<file path="config.mk">
export PLATFORM = sky130hd
export DESIGN_NAME = carrier_sweep_acq
export DESIGN_NICKNAME = d
export VERILOG_FILES = /design/src/rtl/sweep_acq_pkg.sv /design/src/rtl/sweep_datapath.sv /design/src/rtl/sweep_control.sv /design/src/rtl/carrier_sweep_acq.sv
export SDC_FILE = /design/constraint.sdc
export NUM_CORES = 1
export LEC_CHECK = 0
export BUFFER_PORTS_ARGS = -buffer_cell sky130_fd_sc_hd__clkbuf_2
export CAP_MARGIN = 10
export CELL_PAD_IN_SITES_DETAIL_PLACEMENT = 0
export CELL_PAD_IN_SITES_GLOBAL_PLACEMENT = 1
export CORE_MARGIN = 5
export CORE_UTILIZATION = 30
export DETAILED_ROUTE_END_ITERATION = 8
export PLACE_DENSITY_LB_ADDON = 0.1
export SLEW_MARGIN = 20
export SYNTH_ARGS = -nofsm -noshare
export SYNTH_HDL_FRONTEND = slang
export SYNTH_SLANG_ARGS = --single-unit
</file>
<file path="constraint.sdc">
create_clock -name clk -period 7.2 [get_ports clk]
set_input_delay 1.8 -clock clk [delete_from_list [all_inputs] [get_ports clk]]
set_output_delay 1.8 -clock clk [all_outputs]
set_load 0.01 [all_outputs]
</file>
<file path="src/rtl/sweep_acq_pkg.sv">
package sweep_acq_pkg;
  typedef struct packed {
    logic load;     // restart from the start frequency
    logic accum;    // integrate the current sample
    logic dump;     // dwell finished: clear accumulator
    logic advance;  // move to the next search point
    logic wrap;     // return to the first point, count a sweep
  } sweep_strobe_t;

  typedef enum logic [1:0] {
    ST_IDLE   = 2'd0,
    ST_SEARCH = 2'd1,
    ST_LOCK   = 2'd2
  } sweep_state_t;
endpackage

</file>
<file path="src/rtl/sweep_datapath.sv">
module sweep_datapath
  import sweep_acq_pkg::*;
#(
  parameter int SAMPLE_W = 12,
  parameter int FREQ_W   = 24,
  parameter int STEP_W   = 8,
  parameter int ENERGY_W = 32,
  parameter int SWEEP_W  = 8
) (
  input  logic                       clk,
  input  logic                       rst_n,
  input  sweep_strobe_t              ctl,
  input  logic signed [SAMPLE_W-1:0] sampleI,
  input  logic signed [SAMPLE_W-1:0] sampleQ,
  input  logic [FREQ_W-1:0]          cfgStartFreq,
  input  logic [FREQ_W-1:0]          cfgStepFreq,
  input  logic [STEP_W-1:0]          cfgNumSteps,
  input  logic [ENERGY_W-1:0]        cfgThreshold,
  output logic                       aboveThr,
  output logic                       lastStep,
  output logic [FREQ_W-1:0]          freqWord,
  output logic [STEP_W-1:0]          stepIdx,
  output logic [SWEEP_W-1:0]         sweepCnt
);
  localparam int SQ_W = 2 * SAMPLE_W;

  logic signed [SQ_W-1:0] prodI, prodQ;
  logic [SQ_W:0]          sampleEnergy;
  logic [ENERGY_W:0]      rawSum;
  logic [ENERGY_W-1:0]    satSum;
  logic [ENERGY_W-1:0]    acc;

  assign prodI = sampleI * sampleI;
  assign prodQ = sampleQ * sampleQ;
  assign sampleEnergy = {1'b0, $unsigned(prodI)} + {1'b0, $unsigned(prodQ)};
  assign rawSum = {1'b0, acc} + (ENERGY_W+1)'(sampleEnergy);
  assign satSum = rawSum[ENERGY_W] ? {ENERGY_W{1'b1}} : rawSum[ENERGY_W-1:0];
  assign aboveThr = satSum > cfgThreshold;
  assign lastStep = ({1'b0, stepIdx} + (STEP_W+1)'(1)) >= {1'b0, cfgNumSteps};

  always_ff @(posedge clk or negedge rst_n) begin
    if (!rst_n) begin
      acc      <= '0;
      freqWord <= '0;
      stepIdx  <= '0;
      sweepCnt <= '0;
    end else if (ctl.load) begin
      acc      <= '0;
      freqWord <= cfgStartFreq;
      stepIdx  <= '0;
      sweepCnt <= '0;
    end else begin
      if (ctl.dump)       acc <= '0;
      else if (ctl.accum) acc <= satSum;
      if (ctl.advance) begin
        freqWord <= freqWord + cfgStepFreq;
        stepIdx  <= stepIdx + 1'b1;
      end else if (ctl.wrap) begin
        freqWord <= cfgStartFreq;
        stepIdx  <= '0;
        sweepCnt <= sweepCnt + 1'b1;
      end
    end
  end

  // integration never lowers the accumulator, so it cannot wrap
  assert_no_acc_wrap_R9: assert property (@(posedge clk) disable iff (!rst_n)
    (ctl.accum && !ctl.load && !ctl.dump) |=> (acc >= $past(acc)));
endmodule

</file>
<file path="src/rtl/sweep_control.sv">
module sweep_control
  import sweep_acq_pkg::*;
#(
  parameter int DWELL_W = 16
) (
  input  logic               clk,
  input  logic               rst_n,
  input  logic               clear,
  input  logic               start,
  input  logic               sampleValid,
  input  logic [DWELL_W-1:0] cfgDwell,
  input  logic               aboveThr,
  input  logic               lastStep,
  output sweep_strobe_t      ctl,
  output logic               searching,
  output logic               locked
);
  sweep_state_t state, nextState;
  logic [DWELL_W-1:0] dwellCnt;
  logic lastSample;

  assign lastSample = ({1'b0, dwellCnt} + (DWELL_W+1)'(1)) >= {1'b0, cfgDwell};

  always_comb begin
    ctl = '0;
    nextState = state;
    if (clear) begin
      ctl.load  = 1'b1;
      nextState = ST_SEARCH;
    end else begin
      unique case (state)
        ST_IDLE: if (start) begin
          ctl.load  = 1'b1;
          nextState = ST_SEARCH;
        end
        ST_SEARCH: if (sampleValid) begin
          if (lastSample) begin
            ctl.dump = 1'b1;
            if (aboveThr)      nextState = ST_LOCK;
            else if (lastStep) ctl.wrap = 1'b1;
            else               ctl.advance = 1'b1;
          end else begin
            ctl.accum = 1'b1;
          end
        end
        default: ;
      endcase
    end
  end

  always_ff @(posedge clk or negedge rst_n) begin
    if (!rst_n) begin
      state    <= ST_IDLE;
      dwellCnt <= '0;
    end else begin
      state <= nextState;
      if (ctl.load || ctl.dump) dwellCnt <= '0;
      else if (ctl.accum)       dwellCnt <= dwellCnt + 1'b1;
    end
  end

  assign searching = (state == ST_SEARCH);
  assign locked    = (state == ST_LOCK);

  // at most one of integrate, step and wrap per cycle
  assert_one_action_R4: assert property (@(posedge clk) disable iff (!rst_n)
    $onehot0({ctl.accum, ctl.advance, ctl.wrap}));

  // lock persists until a clear
  assert_lock_persists_R7: assert property (@(posedge clk) disable iff (!rst_n)
    (locked && !clear) |=> locked);
endmodule

</file>
<file path="src/rtl/carrier_sweep_acq.sv">
module carrier_sweep_acq
  import sweep_acq_pkg::*;
#(
  parameter int SAMPLE_W = 12,
  parameter int FREQ_W   = 24,
  parameter int STEP_W   = 8,
  parameter int DWELL_W  = 16,
  parameter int ENERGY_W = 32,
  parameter int SWEEP_W  = 8
) (
  input  logic                       clk,
  input  logic                       rst_n,
  input  logic                       clear,
  input  logic                       start,
  input  logic                       sampleValid,
  input  logic signed [SAMPLE_W-1:0] sampleI,
  input  logic signed [SAMPLE_W-1:0] sampleQ,
  input  logic [FREQ_W-1:0]          cfgStartFreq,
  input  logic [FREQ_W-1:0]          cfgStepFreq,
  input  logic [STEP_W-1:0]          cfgNumSteps,
  input  logic [DWELL_W-1:0]         cfgDwell,
  input  logic [ENERGY_W-1:0]        cfgThreshold,
  output logic [FREQ_W-1:0]          ncoFreq,
  output logic                       searching,
  output logic                       locked,
  output logic [STEP_W-1:0]          stepIndex,
  output logic [SWEEP_W-1:0]         sweepCount
);
  sweep_strobe_t ctl;
  logic aboveThr, lastStep;

  sweep_control #(.DWELL_W(DWELL_W)) u_ctrl (
    .clk(clk), .rst_n(rst_n), .clear(clear), .start(start),
    .sampleValid(sampleValid), .cfgDwell(cfgDwell),
    .aboveThr(aboveThr), .lastStep(lastStep),
    .ctl(ctl), .searching(searching), .locked(locked)
  );

  sweep_datapath #(
    .SAMPLE_W(SAMPLE_W), .FREQ_W(FREQ_W), .STEP_W(STEP_W),
    .ENERGY_W(ENERGY_W), .SWEEP_W(SWEEP_W)
  ) u_dp (
    .clk(clk), .rst_n(rst_n), .ctl(ctl),
    .sampleI(sampleI), .sampleQ(sampleQ),
    .cfgStartFreq(cfgStartFreq), .cfgStepFreq(cfgStepFreq),
    .cfgNumSteps(cfgNumSteps), .cfgThreshold(cfgThreshold),
    .aboveThr(aboveThr), .lastStep(lastStep),
    .freqWord(ncoFreq), .stepIdx(stepIndex), .sweepCnt(sweepCount)
  );

  // the held frequency word does not move while locked
  assert_hold_freq_R6: assert property (@(posedge clk) disable iff (!rst_n)
    (locked && !clear) |=> $stable(ncoFreq));
endmodule

</file>
==> impl_metrics.py <==
metrics = {
    "setup_path": {
        "critPathKind": "primary input to register",
        "crit_required_ns": 7.47,
        "reg2reg_depth": 26,
        "cpLargestDelayFamily": "adder cells",
        "reg2reg_slack_ns": 1.42,
        "cp_slowest_cell": "fa_1",
        "reg2reg_from": "u_dp.acc[4]",
        "cpMostUsedCell": "fa_1",
        "endpoint_kind": "register",
        "crit_path_max_fanout": 7,
        "crit_path_max_incr_delay_ns": 0.55,
        "reg2reg_to": "u_dp.sweepCnt[7]",
        "arrival_ns": 11.22,
        "path_buf_inv": 14,
        "start_kind": "primary input",
    },
    "min_path": {
        "hold_end": "u_dp.acc[16]",
        "min_path_cells": 1,
        "hp-class": "register to register",
        "min-delay-start": "u_dp.acc[16]",
    },
    "cts": {
        "clock-root-buffer": "clkbuf_16",
        "cts_hold_buffers": 0,
        "path_clk_slew_ns": 0.08,
        "cts_buffer_depth": 2,
        "htree_levels": 3,
        "cts_num_sinks": 90,
        "cts_buffers": 9,
        "clkLatencyLatePin_ns": 0.38,
        "cts_tree": "done",
    },
    "grt": {
        "grt_pass1_vias": 17317,
        "grt_overflow": 0,
        "grt_usage": 0.164,
        "grt_first_pass_wirelength_mm": 89.2,
        "antenna_found_initial": 3,
        "grt_max_degree": 51,
    },
    "synth": {
        "syn_area_per_cell_sq_um": 8.68,
        "yosys.area.top_type_share": 0.290,
        "synth_commonest_cells": "540 x inv_1, 270 x fa_1, 222 x ha_1",
        "ys_ff_latch": 90,
        "synth_nets": 2773,
        "synthCells": 2148,
        "synth_area_sq_mm": 0.0186,
        "yosysSeqAreaShare": 0.121,
        "synthFlopType": "dfrtp_1",
        "yosysMostFrequentCell": "inv_1",
        "ys.warnings.count": 0,
        "ys_types": 74,
        "async_flop_share": 1.00,
        "synth.area.top_cells": "fa_1 29%, ha_1 15%, dfrtp_1 12%",
        "synth.largest_area_cell": "fa_1",
        "synth_edf_count": 0,
    },
    "finish": {
        "drive_gt1_frac": 0.338,
        "area_growth_pct": 39.6,
        "layout.cells.non_filler": 3560,
        "fin_nets": 3342,
    },
    "floorplan": {
        "die_x_um": 259,
        "start_util": 0.303,
        "core_sq_mm": 0.0616,
        "rows": 91,
        "ios": 175,
        "die-area_sq_mm": 0.0672,
        "die_h_um": 259,
    },
    "drt": {
        "drt_iter0_drc": 577,
        "vias": 16222,
        "ant_nets": 0,
        "drc_errors": 0,
        "drt-vias-per-instance": 4.56,
        "dr.pass1.iters": 5,
        "routed_wl_mm": 55.2,
        "wl_per_cell_um": 15.5,
    },
    "sta": {
        "fin_crit_ns": 10.95,
        "maxSlewViolCount": 0,
        "fmax_mhz": 91.3,
        "relSlewSlack": 0.492,
        "fin_skew_ns": 0.0176,
        "finalWorstSetupSlack_ns": -3.75,
        "worstMarginPinSlew_ns": 0.762,
        "fin_crit_sh": 1.52,
        "grt_setup_unrepaired": "yes",
        "hold_violations": 0,
        "setup_violations": 74,
    },
    "run_status": {
        "violations": "negative setup slack",
        "outcome": "finished with violations",
    },
    "place": {
        "hpwl_mm": 46.1,
        "portBuffers": 174,
        "placed_cells": 3468,
        "gp_congestion": 0.839,
    },
    "run": {
        "drv_cap": 0,
    },
}
[cell usage in the layout, fill, tap and decap left out, types with 10 or more instances in the layout]
cell / count
nor2_2: 16
nor2b_1: 11
nor2_1: 95
o21ai_2: 10
nand2_2: 12
a21o_1: 44
nor3_1: 19
fa_1: 256
ha_4: 28
o21ai_1: 21
clkbuf_16: 15
buf_6: 63
xor2_1: 41
nand2_4: 20
xnor2_1: 65
inv_1: 491
nand4_1: 13
a21oi_2: 15
dfrtp_1: 90
fa_2: 14
and3_1: 14
and2_4: 15
nor2_4: 12
and2_1: 31
o21ai_0: 36
nand3_1: 34
inv_2: 42
a211oi_1: 10
buf_4: 355
clkbuf_8: 12
o21a_1: 14
clkbuf_2: 150
ha_1: 188
a22o_1: 37
nand2_1: 128
a21oi_1: 69
[metrics by stage]
step | hold WS [ns] | util | setup slack, ns | TNS, ns | cell area (sq um)
3_5_place_dp | 0.492 | 0.380 | -4.55 | -259.27 | 23400
3_3_place_gp | 0.490 | 0.380 | -4.46 | -255.67 | 23400
5_1_grt | 0.520 | 0.422 | -4.04 | -222.57 | 26000
2_1_floorplan | 0.473 | - | -3.36 | -183.24 | 19100
6_report | 0.506 | 0.422 | -3.75 | -200.67 | 26000
4_1_cts | 0.512 | 0.407 | -3.62 | -197.42 | 25100
[worst max path at each step]
stage	start	endpoint	slack [ns]	cells past startpoint
2_1_floorplan	sampleI[11]	u_dp.sweepCnt[7]	-3.36	41
3_3_place_gp	sampleI[11]	u_dp.freqWord[23]	-4.46	41
3_5_place_dp	sampleI[11]	u_dp.freqWord[23]	-4.55	42
4_1_cts	sampleQ[7]	u_dp.freqWord[23]	-3.62	42
5_1_grt	sampleQ[7]	u_dp.freqWord[23]	-4.04	48
6_report	sampleI[7]	u_dp.freqWord[23]	-3.75	45
[area by class of cell]
type                            instances  area [sq um]
Antenna cell                            1          2.50
Clock buffer                            9           225
Multi-Input combinational cell       1471         15600
Tap cell                              837          1050
Timing Repair Buffer                  605          4740
Inverter                              540          2060
Sequential cell                        90          2250
Fill cell                            6214         35600
Clock inverter                          7          81.3
[registers in the layout, indices dropped and copies added (netlist names)]
name and flops:
u_dp.stepIdx 8, u_dp.freqWord 24, u_ctrl.state 2, u_dp.sweepCnt 8, u_ctrl.dwellCnt 16, u_dp.acc 32
[timing repair]
item,4_1_cts,5_1_grt
gates cloned,0,6
buffers inserted,46,27
pin swaps,85,80
setup endpoints to repair,74,74
resized for setup,246,173
[routing by layer]
metal / vias up / track usage / part of all wire
met5: - / 0 / 0.00072
met4: 4 / 0.0219 / 0.0074
met3: 25 / 0.0244 / 0.032
met2: 195 / 0.279 / 0.49
met1: 8047 / 0.227 / 0.47
li1: 7951 / - / -
[cell families (layout without fill, tap and decap cells)]
group / Yosys count / after routing / synth area share
buffers and inverters: 587 / 1161 / 0.119
flip-flops: 90 / 90 / 0.121
adder cells (fa/ha/maj): 492 / 492 / 0.439
multiplexers: 5 / 5 / 0.00269
AND/OR/NAND/NOR: 485 / 485 / 0.125
other: 0 / 1 / 0
AO/OA/AOI/OAI: 370 / 370 / 0.138
XOR/XNOR: 119 / 119 / 0.0559
Power is left out: the tool's default activity adds up to more than one toggle a clock period on the data nets, which glitch-free logic cannot reach.
